--- config.mk ---
export PLATFORM = sky130hd
export DESIGN_NAME = pll_mode_ctrl
export DESIGN_NICKNAME = d
export VERILOG_FILES = /design/src/rtl/pll_mode_pkg.sv /design/src/rtl/pmc_edge_det.sv /design/src/rtl/pmc_release_arm.sv /design/src/rtl/pmc_fsm.sv /design/src/rtl/pll_mode_ctrl.sv
export SDC_FILE = /design/constraint.sdc
export NUM_CORES = 1
export LEC_CHECK = 0
export BUFFER_PORTS_ARGS = -buffer_cell sky130_fd_sc_hd__buf_4
export CORE_AREA = 4 4 41 43
export DETAILED_ROUTE_END_ITERATION = 10
export DIE_AREA = 0 0 45 47
export GPL_ROUTABILITY_DRIVEN = 0
export SLEW_MARGIN = 30
export SYNTH_ARGS = -nofsm -noshare
export SYNTH_HDL_FRONTEND = slang
export SYNTH_SLANG_ARGS = --single-unit
--- constraint.sdc ---
create_clock -name clk -period 1.5 [get_ports clk]
set_clock_uncertainty 0.2 [all_clocks]
set_input_delay 0.225 -clock clk [delete_from_list [all_inputs] [get_ports clk]]
set_output_delay 0.225 -clock clk [all_outputs]
set_load 0.01 [all_outputs]
--- src/rtl/pll_mode_pkg.sv ---
package pll_mode_pkg;

  localparam int unsigned PM_MODE_W = 3;
  localparam int unsigned PM_SEL_W  = 2;

  typedef enum logic [PM_MODE_W-1:0] {
    PM_RESET    = 3'd0,
    PM_FREERUN  = 3'd1,
    PM_HOLD     = 3'd2,
    PM_AUTOHOLD = 3'd3,
    PM_NORMAL   = 3'd4
  } pm_mode_e;

  localparam logic [PM_SEL_W-1:0] SEL_NORMAL = 2'b00;
  localparam logic [PM_SEL_W-1:0] SEL_HOLD   = 2'b01;
  localparam logic [PM_SEL_W-1:0] SEL_FREE   = 2'b10;

  // Per-cycle view of everything the transition function depends on
  typedef struct packed {
    logic [PM_SEL_W-1:0] sel;
    logic                ref_ok;
    logic                ref_rose;
    logic                ref_fell;
    logic                ref_switch;
    logic                ret_dis;
    logic                rel_done;
    logic                acq_hold;
    logic                core_lock;
  } pm_ev_t;

  // Transition function; priority: free-run force, manual commands, reference events
  function automatic pm_mode_e pm_next(input pm_mode_e cur, input pm_ev_t ev);
    pm_mode_e nx;
    logic     manual_hold;
    logic     auto_ret;
    nx          = cur;
    manual_hold = (ev.sel == SEL_HOLD) || ev.ref_switch;
    auto_ret    = (ev.sel == SEL_NORMAL) &&
                  ((!ev.ret_dis && ev.ref_rose) || (ev.rel_done && ev.ref_ok));
    if (cur == PM_RESET) begin
      nx = PM_FREERUN;
    end else if (ev.sel == SEL_FREE) begin
      nx = PM_FREERUN;
    end else begin
      case (cur)
        PM_FREERUN:
          if (ev.sel != 2'b11) nx = PM_HOLD;
        PM_HOLD:
          if (ev.sel == SEL_NORMAL && ev.ref_ok && !ev.acq_hold && ev.core_lock)
            nx = PM_NORMAL;
        PM_NORMAL:
          if (manual_hold) nx = PM_HOLD;
          else if (ev.sel == SEL_NORMAL && ev.ref_fell) nx = PM_AUTOHOLD;
        PM_AUTOHOLD:
          if (manual_hold) nx = PM_HOLD;
          else if (auto_ret) nx = PM_NORMAL;
        default: nx = PM_FREERUN;
      endcase
    end
    return nx;
  endfunction

endpackage

--- src/rtl/pmc_edge_det.sv ---
module pmc_edge_det #(
  parameter int unsigned W = 2
) (
  input  logic         clk,
  input  logic         rst_n,
  input  logic [W-1:0] din,
  output logic [W-1:0] rise,
  output logic [W-1:0] fall
);

  logic [W-1:0] din_q;

  for (genvar i = 0; i < W; i++) begin : g_bit
    always_ff @(posedge clk) begin
      if (!rst_n) din_q[i] <= 1'b0;
      else        din_q[i] <= din[i];
    end
    assign rise[i] = din[i] & ~din_q[i];
    assign fall[i] = ~din[i] & din_q[i];
  end

endmodule

--- src/rtl/pmc_release_arm.sv ---
module pmc_release_arm
  import pll_mode_pkg::*;
(
  input  logic     clk,
  input  logic     rst_n,
  input  pm_mode_e state,
  input  pm_mode_e state_nx,
  input  logic     rel_rise,
  input  logic     rel_fall,
  output logic     armed,
  output logic     rel_done
);

  logic stay_auto;

  assign stay_auto = (state == PM_AUTOHOLD) && (state_nx == PM_AUTOHOLD);
  assign rel_done  = armed & rel_fall;

  always_ff @(posedge clk) begin
    if (!rst_n) armed <= 1'b0;
    else        armed <= stay_auto & (armed | rel_rise);
  end

endmodule

--- src/rtl/pmc_fsm.sv ---
module pmc_fsm
  import pll_mode_pkg::*;
(
  input  logic     clk,
  input  logic     rst_n,
  input  pm_ev_t   ev,
  output pm_mode_e state,
  output pm_mode_e state_nx
);

  assign state_nx = pm_next(state, ev);

  always_ff @(posedge clk) begin
    if (!rst_n) state <= PM_RESET;
    else        state <= state_nx;
  end

endmodule

--- src/rtl/pll_mode_ctrl.sv ---
module pll_mode_ctrl
  import pll_mode_pkg::*;
(
  input  logic                 clk,
  input  logic                 rst_n,
  input  logic [PM_SEL_W-1:0]  mode_sel,
  input  logic                 ref_ok,
  input  logic                 ref_switch,
  input  logic                 auto_ret_dis,
  input  logic                 man_release,
  input  logic                 acq_holdover,
  input  logic                 core_lock,
  output logic [PM_MODE_W-1:0] mode,
  output logic                 locked,
  output logic                 in_holdover
);

  localparam int unsigned EDGE_W  = 2;
  localparam int unsigned IDX_REF = 0;
  localparam int unsigned IDX_REL = 1;

  logic [EDGE_W-1:0] edge_rise;
  logic [EDGE_W-1:0] edge_fall;
  logic              ref_rose;
  logic              ref_fell;
  logic              rel_rise;
  logic              rel_fall;
  logic              armed;
  logic              rel_done;
  pm_ev_t            ev;
  pm_mode_e          state;
  pm_mode_e          state_nx;

  pmc_edge_det #(.W(EDGE_W)) u_edges (
    .clk  (clk),
    .rst_n(rst_n),
    .din  ({man_release, ref_ok}),
    .rise (edge_rise),
    .fall (edge_fall)
  );

  assign ref_rose = edge_rise[IDX_REF];
  assign ref_fell = edge_fall[IDX_REF];
  assign rel_rise = edge_rise[IDX_REL];
  assign rel_fall = edge_fall[IDX_REL];

  always_comb begin
    ev.sel        = mode_sel;
    ev.ref_ok     = ref_ok;
    ev.ref_rose   = ref_rose;
    ev.ref_fell   = ref_fell;
    ev.ref_switch = ref_switch;
    ev.ret_dis    = auto_ret_dis;
    ev.rel_done   = rel_done;
    ev.acq_hold   = acq_holdover;
    ev.core_lock  = core_lock;
  end

  pmc_fsm u_fsm (
    .clk     (clk),
    .rst_n   (rst_n),
    .ev      (ev),
    .state   (state),
    .state_nx(state_nx)
  );

  pmc_release_arm u_arm (
    .clk     (clk),
    .rst_n   (rst_n),
    .state   (state),
    .state_nx(state_nx),
    .rel_rise(rel_rise),
    .rel_fall(rel_fall),
    .armed   (armed),
    .rel_done(rel_done)
  );

  assign mode        = state;
  assign locked      = (state == PM_NORMAL);
  assign in_holdover = (state == PM_HOLD) || (state == PM_AUTOHOLD);

endmodule

==> results.yml <==
pwr:
  power.share.combinational_pct: 22.7
  total_power_mw: 0.4281
  seqPwrFrac_pct: 40.8
  internal_power_mw: 0.3081
  power_frac_clock_pct: 36.5
  swShare_pct: 28.03
  peakVddDrop_uv: 409.8
  power_density_mw_per_mm2: 652.9
  p_sw_mw: 0.1200
  leakage_nw: 0.2789
timing:
  rsz0062_at_grt: "true"
  slew_headroom_pct: 65.90
  slew_violations: 0
  tightestPinTransition_ns: 0.5051
  fin_hold_ws_ns: 0.02384
  tns_ns: 0
  period_needed_ns: 1.476
  fmaxAchievable_mhz: 677.6
  fin_ws_ns: 0.02426
  hold_viol: 0
  setup_viol: 0
  timing.final.crit_share_pct: 98.38
clocking:
  clk_latency_ns: 0.25
  htreeDepth: 1
  clk_pin_slew_ns: 0.05
  clockRootBuffer: "clkbuf_4"
  numCtsBuffers: 3
  cts_tree: "built"
  cts_sinks: 6
  clockBufferDepth: 2
final_layout:
  multi_input_area_um2: 309.0
  fin_cells: 87
  n_antenna_cell: 0
  final_util_pct: 50.38
  fin_nets: 84
  fin_area_um2: 655.6
  fillers: 137
  regArea_um2: 133.9
  syn2layout_area_growth_pct: 49.71
  drive_above_1_share_pct: 52.78
global_route:
  first_global_vias: 477
  grt_max_degree: 10
  grt_util_all_layers_pct: 14.06
  antenna_found_initial: 0
  overflow: 0
  grt_pass1_wl_um: 2063
yosys:
  synth-edff-count: 0
  ys.flop_type: "dfxtp_1"
  syn_inst: 49
  ys_seq_elements: 6
  syn_nets: 59
  synth_area_um2: 437.9
  yosys.cell_types.count: 35
  synth_seq_area_share_pct: 27.43
  avgSynthCellArea_um2: 8.937
  ys_async_sr_fraction_pct: 0
  ys_warn_count: 0
place:
  post-place-ws_ns: 0.008092
  placed_cell_area_um2: 591.8
  portBuffers: 14
  placed_cells: 82
floorplanning:
  io_pins: 15
  design.die.area_mm2: 0.002115
  rows: 13
  die_h_um: 47
  start_util_pct: 33.65
  chipWidth_um: 45
  core_area_mm2: 0.001301
setup_path:
  crit_type: "flip-flop to output pin"
  worstPathRequired_ns: 1.07
  critical_path_arrival_ns: 1.05
  cp_max_fo: 7
  startpoint_type: "flip-flop"
  cp-end-kind: "output pin"
drt:
  ant_nets: 0
  drt-initial-drc-count: 8
  firstDrtPassIters: 4
  remaining_drc_errors: 0
  vias: 473
  via_per_inst: 5.437
  wl_per_cell_um: 14.91
  wl_um: 1297
job:
  maxCapViolCount: 0
worst_hold_path:
  hp-class: "primary input to flip-flop"
run_status:
  status: "finished, final reports clean"
-- layout make-up --
cell class              count  share of cell area (%)
repair buffers             20                   23.85
clock buffers               3                   3.435
well taps                  15                   2.863
inverters                   4                   2.290
multi-input cells          39                   47.14
flip-flops and latches      6                   20.42
-- synth_stat cells, types with 2 or more instances --
library cell | n | area (µm²)
inv_1 | 4 | 15.01
nor3b_4 | 2 | 37.54
nor2b_1 | 3 | 18.77
a31oi_1 | 2 | 12.51
nand2_1 | 2 | 7.510
and2_1 | 2 | 12.51
dfxtp_1 | 6 | 120.1
-- flip-flops by register name (all words and copies together), names as in the netlist --
name           flops
u_fsm.state        3
u_arm.armed        1
u_edges.din_q      2
-- cell usage in the layout (no fill, tap or decap), types with 2 or more instances in the layout --
master	instances
and2_1	2
a31oi_1	2
nor2b_1	3
nor3b_4	2
buf_4	18
clkbuf_4	3
nand2_1	2
inv_1	4
dfxtp_2	2
dfxtp_4	3
-- kinds of logic after synthesis --
group                  count (synthesis)  share of synthesized area (%)
AO/OA/AOI/OAI                         14                          25.43
AND/OR/NAND/NOR                       25                          43.72
flip-flops                             6                          27.43
buffers and inverters                  4                          3.428
-- final timing paths --
path | start | endpoint | slack (ns) | depth (start not counted)
hold reg to reg | u_arm.armed$_SDFF_PN0_ | u_arm.armed$_SDFF_PN0_ | 0.32 | 2
setup / recovery | u_fsm.state[0]$_SDFF_PN0_ | locked | 0.02 | 3
setup reg to reg | u_arm.armed$_SDFF_PN0_ | u_fsm.state[2]$_SDFF_PN0_ | 0.06 | 4
hold / removal | rst_n | u_edges.din_q[1]$_SDFF_PN0_ | 0.02 | 2
-- layer usage --
layer	GRT usage [%]	wire length [µm]	vias to the layer above	share of wire [%]
met4	4.678	28	0	2.2
met3	7.663	93	4	7.2
met2	22.03	643	17	50
met1	16.36	532	218	41
li1	-	-	234	-
met5	0	0	-	0
-- critical path, stage by stage (launching register included) --
cell and delay [ns]:
dfxtp_4 0.37, nor3b_4 0.20, buf_4 0.14, buf_6 0.09
-- what timing repair did --
| item | in CTS | in global routing |
|---|---|---|
| endpoints found under the setup margin | 3 | 2 |
| gates resized for setup | 4 | 6 |
| setup buffers | 0 | 1 |
| hold buffers | 1 | 0 |
| pin swaps | 0 | 2 |
| hold endpoints to repair | 1 | 0 |
-- power by group through the flow --
stage	combinational (mW)	clock, mW	sequential (mW)
global placement	0.0883	0	0.180
detailed placement	0.0878	0	0.181
global route	0.108	0.168	0.175
finish	0.0972	0.156	0.175
CTS	0.0902	0.157	0.177
floorplan	0.0382	0	0.180
(Power assumes the default switching activity.)
